## src/rtl/dirq_pkg.sv

```systemverilog
package dirq_pkg;
   localparam int REG_W = 32;

   typedef enum logic [1:0] {
      SEL_CTRL0 = 2'd0,
      SEL_CTRL5 = 2'd1,
      SEL_STAT0 = 2'd2,
      SEL_STAT1 = 2'd3
   } reg_sel_e;

   // global status bit positions
   localparam int S0_LDD   = 0;
   localparam int S0_SOF0  = 1;
   localparam int S0_BER   = 2;
   localparam int S0_IU0   = 4;
   localparam int S0_IU1   = 5;
   localparam int S0_OU    = 6;
   localparam int S0_QD    = 7;
   localparam int S0_EOF0  = 8;
   localparam int S0_BS0   = 9;
   localparam int S0_SINT  = 10;
   localparam int S0_RDST  = 11;
   localparam int S0_CMD   = 12;
   localparam int S0_BCH_LO = 28;
   localparam logic [REG_W-1:0] S0_CLR = 32'h0000_0FFF;

   // control0 bit positions
   localparam int C0_ENB   = 0;
   localparam int C0_LDM   = 3;
   localparam int C0_SOFM  = 4;
   localparam int C0_IUM   = 5;
   localparam int C0_EOFM  = 6;
   localparam int C0_DIS   = 10;
   localparam int C0_QDM   = 11;
   localparam int C0_BSM   = 20;
   localparam int C0_OUM   = 21;
   localparam int C0_RDSTM = 23;
   localparam int C0_CMDIM = 24;
   localparam logic [REG_W-1:0] C0_KEEP = 32'h07FF_FFFF;

   // command word interrupt enables
   localparam int CMD_EOF_EN = 21;
   localparam int CMD_SOF_EN = 22;

   // per-channel register group offsets (channel c at offset + c - 1)
   localparam int G_SOF = 0;
   localparam int G_EOF = 8;
   localparam int G_BS  = 16;
   localparam int G_IU  = 24;

   function automatic logic [REG_W-1:0] ctrl5_keep(int n_ch);
      logic [REG_W-1:0] m;
      m = '0;
      for (int g = 0; g < 4; g++)
         for (int k = 0; k < n_ch - 1; k++)
            m[g*8 + k] = 1'b1;
      return m;
   endfunction
endpackage

```

## src/rtl/dirq_chan_decode.sv

```systemverilog
module dirq_chan_decode
   import dirq_pkg::*;
#(
   parameter int NUM_CH = 7
) (
   input  logic [NUM_CH-1:0]       ev_sof,
   input  logic [NUM_CH-1:0]       ev_eof,
   input  logic [NUM_CH-1:0]       ev_bs,
   input  logic [NUM_CH-1:0]       ev_ber,
   input  logic [NUM_CH*REG_W-1:0] ch_cmd,
   input  logic [REG_W-1:0]        ctrl0,
   input  logic [REG_W-1:0]        ctrl5,
   output logic [REG_W-1:0]        set0,
   output logic [REG_W-1:0]        set1,
   output logic [NUM_CH-1:0]       unm,
   output logic                    ber_any,
   output logic [2:0]              ber_ch
);
   logic [NUM_CH-1:0] sof_hit, eof_hit, m_sof, m_eof, m_bs;
   logic unused_inputs;

   assign unused_inputs = ^{ch_cmd, ctrl0, ctrl5};

   for (genvar c = 0; c < NUM_CH; c++) begin : g_ch
      assign sof_hit[c] = ev_sof[c] & ch_cmd[c*REG_W + CMD_SOF_EN];
      assign eof_hit[c] = ev_eof[c] & ch_cmd[c*REG_W + CMD_EOF_EN];
      if (c == 0) begin : g_glb
         assign m_sof[c] = ctrl0[C0_SOFM];
         assign m_eof[c] = ctrl0[C0_EOFM];
         assign m_bs[c]  = ctrl0[C0_BSM];
      end else begin : g_loc
         assign m_sof[c] = ctrl5[G_SOF + c - 1];
         assign m_eof[c] = ctrl5[G_EOF + c - 1];
         assign m_bs[c]  = ctrl5[G_BS + c - 1];
      end
      assign unm[c] = (sof_hit[c] & ~m_sof[c]) | (eof_hit[c] & ~m_eof[c])
                    | (ev_bs[c] & ~m_bs[c]) | ev_ber[c];
   end

   always_comb begin
      set0 = '0;
      set0[S0_SOF0] = sof_hit[0];
      set0[S0_EOF0] = eof_hit[0];
      set0[S0_BS0]  = ev_bs[0];
      set0[S0_BER]  = |ev_ber;
      set1 = '0;
      for (int c = 1; c < NUM_CH; c++) begin
         set1[G_SOF + c - 1] = sof_hit[c];
         set1[G_EOF + c - 1] = eof_hit[c];
         set1[G_BS + c - 1]  = ev_bs[c];
      end
   end

   always_comb begin
      ber_any = |ev_ber;
      ber_ch  = '0;
      for (int c = NUM_CH - 1; c >= 0; c--)
         if (ev_ber[c]) ber_ch = 3'(c);
   end
endmodule

```

## src/rtl/dirq_id_pick.sv

```systemverilog
module dirq_id_pick #(
   parameter int NUM_CH = 7,
   parameter int ID_W   = 32
) (
   input  logic [NUM_CH-1:0]      req,
   input  logic [NUM_CH*ID_W-1:0] ids,
   output logic                   hit,
   output logic [ID_W-1:0]        id
);
   always_comb begin
      hit = 1'b0;
      id  = '0;
      for (int c = NUM_CH - 1; c >= 0; c--)
         if (req[c]) begin
            hit = 1'b1;
            id  = ids[c*ID_W +: ID_W];
         end
   end
endmodule

```

## src/rtl/dirq_ctrl_regs.sv

```systemverilog
module dirq_ctrl_regs
   import dirq_pkg::*;
#(
   parameter int NUM_CH = 7
) (
   input  logic             clk,
   input  logic             rst_n,
   input  logic             wr_c0,
   input  logic             wr_c5,
   input  logic [REG_W-1:0] wdata,
   input  logic             frame_done,
   output logic [REG_W-1:0] ctrl0,
   output logic [REG_W-1:0] ctrl5,
   output logic             qd_set,
   output logic             ldd_set
);
   localparam logic [REG_W-1:0] C5_KEEP = ctrl5_keep(NUM_CH);

   assign qd_set  = wr_c0 & ctrl0[C0_ENB] & ~wdata[C0_ENB];
   assign ldd_set = frame_done & ctrl0[C0_ENB] & ctrl0[C0_DIS];

   always_ff @(posedge clk or negedge rst_n) begin
      if (!rst_n) begin
         ctrl0 <= '0;
         ctrl5 <= '0;
      end else begin
         if (wr_c0)        ctrl0 <= wdata & C0_KEEP;
         else if (ldd_set) ctrl0[C0_ENB] <= 1'b0;
         if (wr_c5)        ctrl5 <= wdata & C5_KEEP;
      end
   end
endmodule

```

## src/rtl/disp_irq_status.sv

```systemverilog
module disp_irq_status
   import dirq_pkg::*;
#(
   parameter int NUM_CH = 7,
   parameter int ID_W   = 32,
   parameter logic [31:0] ST1_CLR = 32'h003E_3F3F
) (
   input  logic                   clk,
   input  logic                   rst_n,
   input  logic                   reg_we,
   input  logic [1:0]             reg_sel,
   input  logic [31:0]            reg_wdata,
   input  logic [NUM_CH-1:0]      ev_sof,
   input  logic [NUM_CH-1:0]      ev_eof,
   input  logic [NUM_CH-1:0]      ev_bs,
   input  logic [NUM_CH-1:0]      ev_ber,
   input  logic                   ev_rdst,
   input  logic                   ev_frame_done,
   input  logic [NUM_CH*ID_W-1:0] ch_id,
   input  logic [NUM_CH*32-1:0]   ch_cmd,
   output logic                   irq_o,
   output logic [31:0]            status0_o,
   output logic [31:0]            status1_o,
   output logic [31:0]            ctrl0_o,
   output logic [31:0]            ctrl5_o,
   output logic [ID_W-1:0]        irq_id_o
);
   if (NUM_CH < 2 || NUM_CH > 8) begin : g_bad_ch
      $error("disp_irq_status: NUM_CH must lie in 2..8");
   end
   if (ID_W < 1) begin : g_bad_id
      $error("disp_irq_status: ID_W must be positive");
   end

   logic [REG_W-1:0] st0_q, st1_q, st0_nxt, st1_nxt, c0, c5;
   logic [REG_W-1:0] dec_set0, dec_set1, set0_all, clr0, clr1;
   logic [ID_W-1:0]  id_q, pick_id;
   logic [NUM_CH-1:0] unm;
   logic wr_c0, wr_c5, wr_s0, wr_s1;
   logic qd_set, ldd_set, ber_any, pick_hit, rdst_unm, sint_set;
   logic [2:0] ber_ch;

   assign wr_c0 = reg_we & (reg_sel == SEL_CTRL0);
   assign wr_c5 = reg_we & (reg_sel == SEL_CTRL5);
   assign wr_s0 = reg_we & (reg_sel == SEL_STAT0);
   assign wr_s1 = reg_we & (reg_sel == SEL_STAT1);

   dirq_ctrl_regs #(.NUM_CH(NUM_CH)) u_ctrl (
      .clk        (clk),
      .rst_n      (rst_n),
      .wr_c0      (wr_c0),
      .wr_c5      (wr_c5),
      .wdata      (reg_wdata),
      .frame_done (ev_frame_done),
      .ctrl0      (c0),
      .ctrl5      (c5),
      .qd_set     (qd_set),
      .ldd_set    (ldd_set)
   );

   dirq_chan_decode #(.NUM_CH(NUM_CH)) u_dec (
      .ev_sof  (ev_sof),
      .ev_eof  (ev_eof),
      .ev_bs   (ev_bs),
      .ev_ber  (ev_ber),
      .ch_cmd  (ch_cmd),
      .ctrl0   (c0),
      .ctrl5   (c5),
      .set0    (dec_set0),
      .set1    (dec_set1),
      .unm     (unm),
      .ber_any (ber_any),
      .ber_ch  (ber_ch)
   );

   dirq_id_pick #(.NUM_CH(NUM_CH), .ID_W(ID_W)) u_pick (
      .req (unm),
      .ids (ch_id),
      .hit (pick_hit),
      .id  (pick_id)
   );

   // interrupt line from registered status and masks
   assign irq_o = (st0_q[S0_LDD]  & ~c0[C0_LDM])
                | (st0_q[S0_SOF0] & ~c0[C0_SOFM])
                | (st0_q[S0_IU0]  & ~c0[C0_IUM])
                | (st0_q[S0_IU1]  & ~c5[G_IU])
                | (st0_q[S0_OU]   & ~c0[C0_OUM])
                | (st0_q[S0_QD]   & ~c0[C0_QDM])
                | (st0_q[S0_EOF0] & ~c0[C0_EOFM])
                | (st0_q[S0_BS0]  & ~c0[C0_BSM])
                | (st0_q[S0_RDST] & ~c0[C0_RDSTM])
                | (st0_q[S0_CMD]  & ~c0[C0_CMDIM])
                | (|(st1_q & ~c5));

   assign rdst_unm = ev_rdst & ~c0[C0_RDSTM];
   assign sint_set = irq_o & (pick_hit | rdst_unm);

   always_comb begin
      set0_all = dec_set0;
      set0_all[S0_QD]   = qd_set;
      set0_all[S0_LDD]  = ldd_set;
      set0_all[S0_RDST] = ev_rdst;
      set0_all[S0_SINT] = sint_set;
      clr0 = wr_s0 ? (reg_wdata & S0_CLR) : '0;
      clr1 = wr_s1 ? (reg_wdata & ST1_CLR) : '0;
      st0_nxt = (st0_q & ~clr0) | set0_all;
      if (ber_any)
         st0_nxt[S0_BCH_LO +: 3] = ber_ch;
      else if (wr_s0 && reg_wdata[S0_BER])
         st0_nxt[S0_BCH_LO +: 3] = 3'd0;
      st1_nxt = (st1_q & ~clr1) | dec_set1;
   end

   always_ff @(posedge clk or negedge rst_n) begin
      if (!rst_n) begin
         st0_q <= '0;
         st1_q <= '0;
         id_q  <= '0;
      end else begin
         st0_q <= st0_nxt;
         st1_q <= st1_nxt;
         if (pick_hit && !irq_o) id_q <= pick_id;
      end
   end

   assign status0_o = st0_q;
   assign status1_o = st1_q;
   assign ctrl0_o   = c0;
   assign ctrl5_o   = c5;
   assign irq_id_o  = id_q;
endmodule

```

## config.mk

```make
export PLATFORM = sky130hd
export DESIGN_NAME = disp_irq_status
export DESIGN_NICKNAME = d
export VERILOG_FILES = /design/src/rtl/dirq_pkg.sv /design/src/rtl/dirq_chan_decode.sv /design/src/rtl/dirq_id_pick.sv /design/src/rtl/dirq_ctrl_regs.sv /design/src/rtl/disp_irq_status.sv
export SDC_FILE = /design/constraint.sdc
export NUM_CORES = 1
export LEC_CHECK = 0
export BUFFER_PORTS_ARGS = -buffer_cell sky130_fd_sc_hd__clkbuf_2
export CAP_MARGIN = 0
export CORE_AREA = 8 8 258 260
export DETAILED_ROUTE_END_ITERATION = 8
export DIE_AREA = 0 0 266 268
export GPL_TIMING_DRIVEN = 1
export PLACE_DENSITY_LB_ADDON = 0.08
export SLEW_MARGIN = 25
export SYNTH_ARGS = -nofsm -noshare
export SYNTH_HDL_FRONTEND = slang
export SYNTH_SLANG_ARGS = --single-unit
```

## constraint.sdc

```tcl
create_clock -name clk -period 6.56 [get_ports clk]
set_input_delay 0.656 -clock clk [delete_from_list [all_inputs] [get_ports clk]]
set_output_delay 0.656 -clock clk [all_outputs]
set_load 0.02 [all_outputs]
```

; ---- After elaboration in Yosys (flattened, before gate mapping)
; Cells that the tools add are included.
; Widths: inputs -> output; s select.
[totals]
in_bits = 515
word_cells = 167
reg_bits = 147
[op_classes]
mux = 27
n_reduce_logical = 7
n_eq_ne = 3
bitwise = 124
[ops]
columns = op, count
row1 = $mux 32, 7
row2 = $and 32x32->32, 3
row3 = $and 1x1->1, 55
row4 = $not 12->32, 1
row5 = $not 22->32, 1
row6 = $not 30->32, 1
row7 = $or 1x1->1, 32
row8 = $or 32x12->32, 1
row9 = $or 32x22->32, 1
row10 = $reduce_or 32->1, 1
row11 = $not 1->1, 29
row12 = $mux 3, 9
row13 = $mux 22, 1
row14 = $mux 12, 1
row15 = $mux 1, 9
row16 = $reduce_or 7->1, 1
row17 = $eq 2x2->1 const B, 2
row18 = $eq 2x1->1 const B, 1
row19 = $logic_and 1x1->1, 2
row20 = $logic_not 2->1, 1
row21 = $reduce_bool 2->1, 1
row22 = $logic_not 1->1, 1

; ---- Depth between registers and ports, before layout
[depth]
word_depth = 17
depth_mapped = 9

; ---- By module
; Synthesis repeated with hierarchy kept, for this count alone.
[hier_totals]
cells_unflattened = 815
hier_area_um2 = 8376.8
[by_module_without_submodules]
columns = mod, seq_area_each_um2, area_each_um2, cells_per_inst, instances
row1 = disp_irq_status, 2402.3, 3907.5, 302, 1
row2 = dirq_ctrl_regs, 1276.2, 2064.5, 127, 1
row3 = dirq_id_pick, 0.0, 1731.7, 275, 1
row4 = dirq_chan_decode, 0.0, 673.1, 111, 1

; ---- Worst setup path before layout
; Ideal clock, no wire load.
[synth_path]
path_type = flip-flop to output port
startpoint = register u_ctrl.ctrl5[12]
endpoint = output irq_o
path_slack_ps = 4019
path_stages_with_launch = 8
t_arrival_ps = 1885
n_path_buf = 2
cell_sequence = dfrtp_1 nand2b_1 o2111ai_1 a2111oi_0 and4_1 clkbuf_1 clkbuf_1 inv_1
[synth_between]
elab_chain_cells = 4
[synth_rtl]
columns = element, line_no
row1 = "start, declared", dirq_ctrl_regs.sv:13  ; output logic [REG_W-1:0] ctrl5,
row2 = "start signal, assigned", dirq_ctrl_regs.sv:29  ; if (wr_c5) ctrl5 <= wdata & C5_KEEP;
row3 = $not 30->32, disp_irq_status.sv:94  ; | (|(st1_q & ~c5));
row4 = $and 32x32->32, disp_irq_status.sv:94
row5 = $reduce_or 32->1, disp_irq_status.sv:94
row6 = $or 1x1->1, disp_irq_status.sv:94
row7 = "end, declared", disp_irq_status.sv:21  ; output logic irq_o,
; No other way between the ends.

; ---- Final worst setup path
; Same ends and word-level chain as after synthesis.

==> impl_metrics.yaml <==
status:
  status: "finished, final reports clean"
synthesis:
  syn_avg_cell_area_um2: 8.87
  synthFlopType: "dfrtp_1"
  synth_edf_count: 0
  ys_seq_area_share_pct: 39.6
  synth_async_sr_flop_share_pct: 100
  synth_top_area_share_pct: 39.6
  synth-seq-cells: 116
  synth.area.top_cells: "dfrtp_1, a21oi_1, mux2_2"
  yosys_warnings: 0
  ys_types: 48
  netlist_area_um2: 7340
  yosys.area.top_type: "dfrtp_1"
  synth_cells: 827
final_layout:
  final_cell_mix: "clkbuf_2, a21oi_1, dfrtp_1, nand2_1, o21ai_0"
  final_common_cell: "clkbuf_2"
  nets: 1737
  drive_gt1_share_pct: 47.9
  fin_util_pct: 17.4
  syn2layout_area_growth_pct: 48.3
clock_network:
  ctsLongestPathBuffers: 2
  clock-sinks: 116
  holdBufCountCts: 0
  h-tree-depth: 4
  cts_tree: "yes"
  post_cts_resized: 0
  clk_latency_ps: 470
  numCtsBuffers: 17
  root_buffer: "clkbuf_16"
  post_cts_buffers: 0
  clk_pin_slew_worst_paths_ps: 70
sta:
  fin_worst_skew_ps: 13.0
  hold_viol: 0
  drv_slew: 0
  max_slew_margin_pct: 36.5
  finalCritPeriodShare_pct: 53.3
  min_period_ps: 3500
  tightest_slew_ps: 953
  fmax_ghz: 0.286
  rsz0062_at_grt: "false"
  setup-tns-final_ps: 0
  finalSetupViolations: 0
setup_path:
  crit_type: "reg -> out"
  crit_cells: 7
  path_buf_inv: 3
  ff2ff_path_depth: 8
  critPathCaptureType: "output pin"
  crit_chain: "nand2b_1, o2111ai_1, a2111oi_0, and4_2, buf_4, inv_1, clkbuf_2"
  start_kind: "register"
  required_ps: 5900
  cp.arrival_ps: 2840
  critPathTopFamily: "buffers and inverters"
  worst-path-max-fanout: 35
  crit_path_top_delay_cell: "dfrtp_1"
  max_stage_delay_ps: 550
placed_design:
  post-dp-hpwl_mm: 37.7
  numPortBuffers: 419
  place_congestion: 0.781
route:
  vias: 8028
  wl_per_cell_um: 23.6
  drc: 0
  wirelength_mm: 49.3
  antenna_left: 0
  drtIter0Drc: 331
  via_per_inst: 3.85
  firstDrtPassIters: 5
floorplan:
  rows: 92
  die_area_um2: 71300
  coreArea_um2: 62400
  ios: 676
  fp.dieH_um: 268
  start_util_pct: 11.8
  die_w_um: 266
power_and_ir_drop:
  ir_drop_mv: 0.148
  leakage_nw: 5.08
  powerDensity_nw_per_um2: 238
min_path:
  min-delay-path-class: "in -> async"
global_route:
  grt_pass1_vias: 8741
  grt_max_degree: 74
  grtUsageTotal_pct: 13.4
  grt_pass1_wl_mm: 67.6
  antenna_found_initial: 15
  grt-ovfl-total: 0
run:
  max_cap_violations: 0
cell type report:
type / instances / area (µm²)
Tap cell: 846 / 1060
Antenna cell: 6 / 15.0
Fill cell: 7213 / 51500
Timing Repair Buffer: 437 / 2240
Sequential cell: 116 / 2900
Multi-Input combinational cell: 620 / 3980
Clock buffer: 17 / 425
Inverter: 30 / 113
Clock inverter: 15 / 146
path summary, 6_finish.rpt:
path / startpoint / slack (ps) / endpoint
worst max-delay path: u_ctrl.ctrl5[12] / 3060 / irq_o
worst min-delay path: rst_n / 220 / u_ctrl.ctrl0[7]
worst max register to register: u_ctrl.ctrl5[12] / 3310 / irq_id_o[5]
worst min register to register: status0_o[10] / 490 / status0_o[10]
max in group asynchronous: rst_n / 5030 / status0_o[0]
min in group clk: ev_bs[0] / 400 / status0_o[9]
metal layers:
metal	track usage [%]	vias up	part of all wire [%]
li1	-	3708	-
met1	16.7	3927	44
met2	21.2	336	46
met3	6.02	43	8.8
met4	3.18	14	1.3
met5	0	-	0.18
state kept, by name (all words and copies together) (netlist names):
name / count
irq_id_o: 32
status0_o: 15
status1_o: 18
u_ctrl.ctrl0: 27
u_ctrl.ctrl5: 24
where the power goes:
part | total [W] | switching (W) | internal, W
sequential | 0.000857 | 0.0000684 | 0.000789
combinational | 0.000770 | 0.000500 | 0.000270
clock | 0.000963 | 0.000433 | 0.000530
synth_stat cells (all sizes together) (2+ instances only):
library cell  number
buf               51
mux2              46
a21oi            141
nand2b             8
nor2              34
a32o               2
nand4b             2
a21o              41
nor4               3
a21boi             3
o21ai             72
a31oi             32
clkbuf            53
o22ai              8
nand3b             8
or2                4
and3b              2
o2111a             2
or3               32
dfrtp            116
and2               2
a2111oi            2
and4b              2
nand2             75
o2111ai            4
a31o              32
a22o               5
inv               30
cell families (layout without fill, tap and decap cells):
family,Yosys count,in the layout,share of synthesized area [%]
multiplexers,46,46,7.06
buffers and inverters,134,499,9.53
AO/OA/AOI/OAI,351,351,31.8
AND/OR/NAND/NOR,179,179,12.0
flip-flops,116,116,39.6
other,1,50,0.0511
through the flow:
| step | worst slack (ps) | instance area (µm²) | power [W] | hold WS (ps) | instances |
|---|---|---|---|---|---|
| 2_1_floorplan | 4020 | 7500 | 0.00127 | 360 | 870 |
| 3_3_place_gp | 3040 | 10300 | 0.00167 | 470 | 2049 |
| 3_5_place_dp | 3030 | 10300 | 0.00166 | 476 | 2049 |
| 4_1_cts | 2910 | 10900 | 0.00267 | 216 | 2081 |
| 5_1_grt | 2740 | 10900 | 0.00275 | 250 | 2084 |
| 6_report | 3060 | 10900 | 0.00259 | 219 | 2087 |
worst reg2reg max path: stages, from the launching register on:
cell and delay (ps):
dfrtp_1 550, nand2b_1 160, o2111ai_1 180, a2111oi_0 390, and4_2 280, buf_4 510, and2_2 280, buf_4 510
a31oi_2 240
(Power assumes the default switching activity.)
